File: config.mk
export PLATFORM = sky130hd
export DESIGN_NAME = txdma_buserr_ctrl
export DESIGN_NICKNAME = d
export VERILOG_FILES = /design/src/rtl/txbe_pkg.sv /design/src/rtl/txbe_phase_sel.sv /design/src/rtl/txbe_rd_tracker.sv /design/src/rtl/txbe_fsm.sv /design/src/rtl/txdma_buserr_ctrl.sv
export SDC_FILE = /design/constraint.sdc
export NUM_CORES = 1
export LEC_CHECK = 0
export ABC_CLOCK_PERIOD_IN_PS = 1710
export BUFFER_PORTS_ARGS = -buffer_cell sky130_fd_sc_hd__buf_2
export CORE_MARGIN = 2
export CORE_UTILIZATION = 35
export DETAILED_ROUTE_END_ITERATION = 7
export PLACE_DENSITY = 0.65
export SETUP_SLACK_MARGIN = 0.4
export SYNTH_ARGS = -nofsm -noshare
export SYNTH_HDL_FRONTEND = slang
export SYNTH_SLANG_ARGS = --single-unit
File: constraint.sdc
create_clock -name clk -period 1.71 [get_ports clk]
set_input_delay 0.342 -clock clk [delete_from_list [all_inputs] [get_ports clk]]
set_output_delay 0.342 -clock clk [all_outputs]
set_load 0.05 [all_outputs]
File: src/rtl/txbe_pkg.sv
package txbe_pkg;

    typedef enum logic [1:0] {
        PH_NONE  = 2'b00,
        PH_FETCH = 2'b01,
        PH_DATA  = 2'b10,
        PH_WB    = 2'b11
    } err_phase_t;

    typedef enum logic [2:0] {
        ST_IDLE,
        ST_WAIT_DESC,
        ST_KILL,
        ST_DRAIN,
        ST_CLOSE,
        ST_HALT
    } seq_state_t;

endpackage

File: src/rtl/txbe_phase_sel.sv
module txbe_phase_sel
    import txbe_pkg::*;
(
    input  logic       clk,
    input  logic       rst_n,
    input  logic       fetch_act,
    input  logic       data_act,
    input  logic       wb_act,
    input  logic       capture,
    input  logic       clear,
    output err_phase_t hit_phase,
    output err_phase_t phase_q
);

    // priority: write-back over data over fetch
    always_comb begin
        if (wb_act)
            hit_phase = PH_WB;
        else if (data_act)
            hit_phase = PH_DATA;
        else if (fetch_act)
            hit_phase = PH_FETCH;
        else
            hit_phase = PH_NONE;
    end

    always_ff @(posedge clk or negedge rst_n) begin
        if (!rst_n)
            phase_q <= PH_NONE;
        else if (clear)
            phase_q <= PH_NONE;
        else if (capture)
            phase_q <= hit_phase;
    end

    // the recorded phase changes only on a capture or a clear
    assert_phase_hold_R10: assert property (@(posedge clk) disable iff (!rst_n)
        (!capture && !clear) |=> $stable(phase_q));

endmodule

File: src/rtl/txbe_rd_tracker.sv
module txbe_rd_tracker #(
    parameter int MAX_OUT = 16,
    localparam int CNT_W  = $clog2(MAX_OUT + 1)
) (
    input  logic clk,
    input  logic rst_n,
    input  logic rd_req,
    input  logic rd_rsp,
    output logic drained
);

    logic [CNT_W-1:0] cnt_q;

    always_ff @(posedge clk or negedge rst_n) begin
        if (!rst_n)
            cnt_q <= '0;
        else begin
            unique case ({rd_req, rd_rsp})
                2'b10:   cnt_q <= cnt_q + 1'b1;
                2'b01:   cnt_q <= cnt_q - 1'b1;
                default: cnt_q <= cnt_q;
            endcase
        end
    end

    assign drained = (cnt_q == '0);

    assert_no_underflow_R6: assert property (@(posedge clk) disable iff (!rst_n)
        (rd_rsp && !rd_req) |-> !drained);

    assert_no_overflow_R6: assert property (@(posedge clk) disable iff (!rst_n)
        (rd_req && !rd_rsp) |-> (cnt_q != CNT_W'(MAX_OUT)));

endmodule

File: src/rtl/txbe_fsm.sv
module txbe_fsm
    import txbe_pkg::*;
(
    input  logic       clk,
    input  logic       rst_n,
    input  logic       bus_err,
    input  err_phase_t hit_phase,
    input  err_phase_t phase_q,
    input  logic       err_desc_hit,
    input  logic       drained,
    input  logic       close_ack,
    input  logic       restart,
    output logic       capture,
    output logic       clear,
    output logic       fetch_stop,
    output logic       data_stop,
    output logic       burst_drop,
    output logic       frame_corrupt,
    output logic       close_req,
    output logic       chan_stopped,
    output logic       irq
);

    seq_state_t state_q, state_d;
    logic       burst_q, irq_q;

    assign capture = (state_q == ST_IDLE) && bus_err && (hit_phase != PH_NONE);
    assign clear   = (state_q == ST_HALT) && restart && drained;

    // next-state logic
    always_comb begin
        state_d = state_q;
        unique case (state_q)
            ST_IDLE:      if (capture)
                              state_d = (hit_phase == PH_FETCH) ? ST_WAIT_DESC : ST_KILL;
            ST_WAIT_DESC: if (err_desc_hit) state_d = ST_KILL;
            ST_KILL:      state_d = ST_DRAIN;
            ST_DRAIN:     if (drained)
                              state_d = (phase_q == PH_WB) ? ST_HALT : ST_CLOSE;
            ST_CLOSE:     if (close_ack) state_d = ST_HALT;
            ST_HALT:      if (clear) state_d = ST_IDLE;
            default:      state_d = ST_IDLE;
        endcase
    end

    // state register and registered pulses
    always_ff @(posedge clk or negedge rst_n) begin
        if (!rst_n) begin
            state_q <= ST_IDLE;
            burst_q <= 1'b0;
            irq_q   <= 1'b0;
        end else begin
            state_q <= state_d;
            burst_q <= capture;
            irq_q   <= (state_d == ST_HALT) && (state_q != ST_HALT);
        end
    end

    // outputs
    always_comb begin
        fetch_stop    = 1'b0;
        data_stop     = 1'b0;
        frame_corrupt = 1'b0;
        close_req     = 1'b0;
        chan_stopped  = 1'b0;
        unique case (state_q)
            ST_IDLE: ;
            ST_WAIT_DESC: fetch_stop = 1'b1;
            ST_KILL: begin
                fetch_stop    = 1'b1;
                data_stop     = 1'b1;
                frame_corrupt = 1'b1;
            end
            ST_DRAIN: begin
                fetch_stop = 1'b1;
                data_stop  = 1'b1;
            end
            ST_CLOSE: begin
                fetch_stop = 1'b1;
                data_stop  = 1'b1;
                close_req  = 1'b1;
            end
            ST_HALT: begin
                fetch_stop   = 1'b1;
                data_stop    = 1'b1;
                chan_stopped = 1'b1;
            end
            default: ;
        endcase
        burst_drop = burst_q;
        irq        = irq_q;
    end

    assert_kill_single_R4: assert property (@(posedge clk) disable iff (!rst_n)
        frame_corrupt |=> !frame_corrupt);

    assert_phase_sticky_R10: assert property (@(posedge clk) disable iff (!rst_n)
        ((state_q != ST_IDLE) && $past(state_q != ST_IDLE)) |-> $stable(phase_q));

    assert_halt_hold_R9: assert property (@(posedge clk) disable iff (!rst_n)
        (chan_stopped && !restart) |=> chan_stopped);

endmodule

File: src/rtl/txdma_buserr_ctrl.sv
module txdma_buserr_ctrl
    import txbe_pkg::*;
#(
    parameter int DESC_W  = 32,
    parameter int ERR_BIT = 27,
    parameter int MAX_OUT = 16
) (
    input  logic              clk,
    input  logic              rst_n,
    input  logic              bus_err,
    input  logic              fetch_act,
    input  logic              data_act,
    input  logic              wb_act,
    input  logic              rd_req,
    input  logic              rd_rsp,
    input  logic              err_desc_hit,
    input  logic              close_ack,
    input  logic              restart,
    output logic              fetch_stop,
    output logic              data_stop,
    output logic              burst_drop,
    output logic              frame_corrupt,
    output logic              close_req,
    output logic [DESC_W-1:0] close_word,
    output logic              chan_stopped,
    output logic              irq,
    output logic [1:0]        err_phase
);

    localparam logic [DESC_W-1:0] CLOSE_WORD = {{(DESC_W-1){1'b0}}, 1'b1} << ERR_BIT;

    err_phase_t hit_phase, phase_q;
    logic       capture, clear, drained;

    txbe_phase_sel u_phase (
        .clk       (clk),
        .rst_n     (rst_n),
        .fetch_act (fetch_act),
        .data_act  (data_act),
        .wb_act    (wb_act),
        .capture   (capture),
        .clear     (clear),
        .hit_phase (hit_phase),
        .phase_q   (phase_q)
    );

    txbe_rd_tracker #(.MAX_OUT(MAX_OUT)) u_rd (
        .clk     (clk),
        .rst_n   (rst_n),
        .rd_req  (rd_req),
        .rd_rsp  (rd_rsp),
        .drained (drained)
    );

    txbe_fsm u_fsm (
        .clk           (clk),
        .rst_n         (rst_n),
        .bus_err       (bus_err),
        .hit_phase     (hit_phase),
        .phase_q       (phase_q),
        .err_desc_hit  (err_desc_hit),
        .drained       (drained),
        .close_ack     (close_ack),
        .restart       (restart),
        .capture       (capture),
        .clear         (clear),
        .fetch_stop    (fetch_stop),
        .data_stop     (data_stop),
        .burst_drop    (burst_drop),
        .frame_corrupt (frame_corrupt),
        .close_req     (close_req),
        .chan_stopped  (chan_stopped),
        .irq           (irq)
    );

    assign close_word = close_req ? CLOSE_WORD : '0;
    assign err_phase  = phase_q;

    assert_close_drained_R7: assert property (@(posedge clk) disable iff (!rst_n)
        close_req |-> drained);

    assert_wb_no_close_R8: assert property (@(posedge clk) disable iff (!rst_n)
        (phase_q == PH_WB) |-> !close_req);

    assert_irq_halted_R9: assert property (@(posedge clk) disable iff (!rst_n)
        irq |-> chan_stopped);

    assert_idle_quiet_R1: assert property (@(posedge clk) disable iff (!rst_n)
        (phase_q == PH_NONE) |-> (!fetch_stop && !chan_stopped));

endmodule

==> flow_summary.json <==
{
  "synthSimpleGateAreaFrac": 0.192,
  "power_frac_comb": 0.692,
  "fmax_mhz": 609,
  "fin_skew_ns": 0.00283,
  "internal_power_mw": 1.26,
  "critPathSlowestCell": "or4_4",
  "pwr-share-seq": 0.214,
  "numCtsBuffers": 3,
  "drtPass1Iterations": 6,
  "pwr-share-clk": 0.094,
  "hold_path_class": "primary input to register",
  "grt_overflow": 0,
  "rsz0062_at_grt": "true",
  "ys_seq_area_frac": 0.287,
  "place_hpwl_mm": 1.63,
  "avgViaCountPerCell": 4.69,
  "grt_max_degree": 13,
  "cts_tree": "built",
  "power.ir.vdd_worst_mv": 0.542,
  "drt_wl_total_mm": 2.34,
  "synthFlopType": "dfrtp_1",
  "critPathKind": "register to register",
  "final_nets": 180,
  "path_max_fanout": 2,
  "p_leak_nw": 0.721,
  "path_buf_inv": 1,
  "num_rows": 19,
  "drtIter0Drc": 65,
  "synth_top_family_by_area": "buffers and inverters",
  "num_antenna_cells": 0,
  "clockBufferDepth": 2,
  "gp_congestion": 0.824,
  "postSynth.asyncResetShare": 1.00,
  "ys_ff_latch": 12,
  "final_core_util": 0.545,
  "synth_top_cell_by_area": "dfrtp_1",
  "avgSynthCellArea_um2": 8.95,
  "drc": 5,
  "area_growth_pct": 46.0,
  "period_share": 0.960,
  "yosysMostFrequentCell": "buf_4",
  "crit_required_ns": 1.85,
  "arrival_ns": 1.78,
  "setup_viol": 0,
  "vias": 909,
  "clock_latency_ns": 0.27,
  "violations": "design-rule violations",
  "syn_inst": 117,
  "wl_per_cell_um": 12.1,
  "cts.sinks": 12,
  "synth_mux_area_frac": 0.00956,
  "synth_top_area_frac": 0.287,
  "r2r_slack_ns": 0.07,
  "io_buffer_count": 20,
  "core_area_mm2": 0.00281,
  "ant_nets": 0,
  "place_area_mm2": 0.00123,
  "die-area_mm2": 0.00345,
  "finalInstanceArea_mm2": 0.00153,
  "synth_edf_count": 0,
  "start_util": 0.373,
  "antenna_found_initial": 0,
  "synth_xor_area_frac": 0.0251,
  "yosysWarnings": 0,
  "hold_viol": 0,
  "cts.clk_slew.worst_paths_ns": 0.07,
  "synth_common_cells": "buf_4, dfrtp_1, o21ai_0, nand2_1",
  "cts_root_buffer": "clkbuf_4",
  "synth_fa_ha_area_frac": 0.0669,
  "grt_pass1_vias": 801,
  "drive_above_1_share": 0.509,
  "io_pins": 52,
  "swShare": 0.457,
  "cp_slowest_stage_delay_ns": 0.48,
  "synth_area_leaders": "dfrtp_1, buf_4, ha_1, o21ai_0, nand2b_1",
  "synth_area_mm2": 0.00105,
  "tns_ns": 0,
  "synth-compound-area-share": 0.158,
  "end_kind": "register",
  "htreeDepth": 1,
  "grt_usage": 0.125,
  "yosysUniqueCellTypes": 38,
  "cp_cell_sequence": "buf_6 > ha_4 > nor2b_4 > or4_4 > nand3_2 > o311ai_1",
  "die_height_um": 58.7,
  "maxCapViolations": 0,
  "p_per_area_mw_per_mm2": 1520,
  "cpLargestDelayFamily": "simple AND/OR/NAND/NOR gates",
  "status": "finished, violations left",
  "finalMaxSlewViolations": 0,
  "grt_first_pass_wirelength_mm": 3.27,
  "final.min_clock_period_ns": 1.64,
  "die_w_um": 58.7,
  "setup.worst_path.start_class": "register",
  "switchingPower_mw": 1.06
}
final timing paths:
path	depth (start not counted)	to	start
min in group asynchronous	2	u_fsm.state_q[0]	rst_n
max reg2reg	6	u_rd.cnt_q[4]	u_rd.cnt_q[2]
min	3	u_fsm.irq	close_ack
max	6	u_rd.cnt_q[4]	u_rd.cnt_q[2]
min reg2reg	2	u_phase.phase_q[1]	u_phase.phase_q[1]
max in group asynchronous	2	u_fsm.state_q[2]	rst_n
cells by family (layout without fill, tap and decap cells):
group                      count (synthesis)  count (layout)
adders and majority gates                  5               5
muxes                                      1               1
buffers and inverters                     39              55
other                                      1              31
and+or+nand+nor                           31              31
DFF                                       12              12
AOI/OAI and AO/OA                         25              25
xor gates and xnor gates                   3               3
metrics by stage:
stage	power (mW)	worst slack (ns)	std cells	hold WS (ns)
global route	2.47	0.0314	194	0.318
finish	2.33	0.0685	194	0.320
floorplan	1.50	0.0712	147	0.0464
detailed placement	1.73	-0.143	174	0.238
CTS	2.13	0.0354	184	0.303
global placement	1.70	-0.0951	174	0.237
area by class of cell:
type                            count  area (um2)
Fill cell                         259        1280
Multi-Input combinational cell     96         736
Timing Repair Buffer               47         393
Sequential cell                    12         303
Tap cell                           31        38.8
Clock buffer                        4        36.3
Inverter                            4        22.5
layout by cell type (no fill, tap or decap), types with 3 or more instances in the layout:
| cell | netlist | layout |
|---|---|---|
| nand2b_4 | 0 | 3 |
| nand2_1 | 6 | 5 |
| clkbuf_4 | 0 | 5 |
| buf_4 | 33 | 21 |
| o21ai_0 | 9 | 5 |
| dfrtp_1 | 12 | 10 |
| buf_6 | 0 | 8 |
| conb_1 | 1 | 31 |
| buf_8 | 0 | 3 |
| buf_2 | 0 | 11 |
power groups by stage:
stage / clock (mW) / sequential, mW / combinational (mW)
floorplan: 0 / 0.605 / 0.900
global placement: 0 / 0.533 / 1.17
detailed placement: 0 / 0.542 / 1.18
CTS: 0.228 / 0.515 / 1.39
global route: 0.247 / 0.504 / 1.72
finish: 0.218 / 0.498 / 1.61
routing by layer:
metal / global-route usage / vias to the layer above / routed length (um)
li1: - / 440 / -
met1: 0.138 / 438 / 888
met2: 0.223 / 27 / 1320
met3: 0.0242 / 4 / 114
met4: 0.0682 / 0 / 19
met5: 0 / - / 0
flip-flops by register name, indices dropped and copies added, names as in the netlist:
register,count
u_fsm.irq,1
u_phase.phase_q,2
u_rd.cnt_q,5
u_fsm.state_q,3
u_fsm.burst_drop,1
worst register-to-register path: cells and delay by family (launching register included):
family	cells	cell delay (ns)
compound gates	1	0.09
fa+ha+maj	1	0.21
buf+inv	1	0.13
flops	1	0.40
simple gates	3	0.69
timing repair:
action | in CTS | in global routing
pin swaps | 8 | 7
buffers inserted | 5 | 10
endpoints found under the hold margin | 12 | 0
hold buffers | 1 | 0
endpoints found under the setup margin | 15 | 17
resized for setup | 19 | 23
No activity file was read; power rests on OpenSTA's default activity.
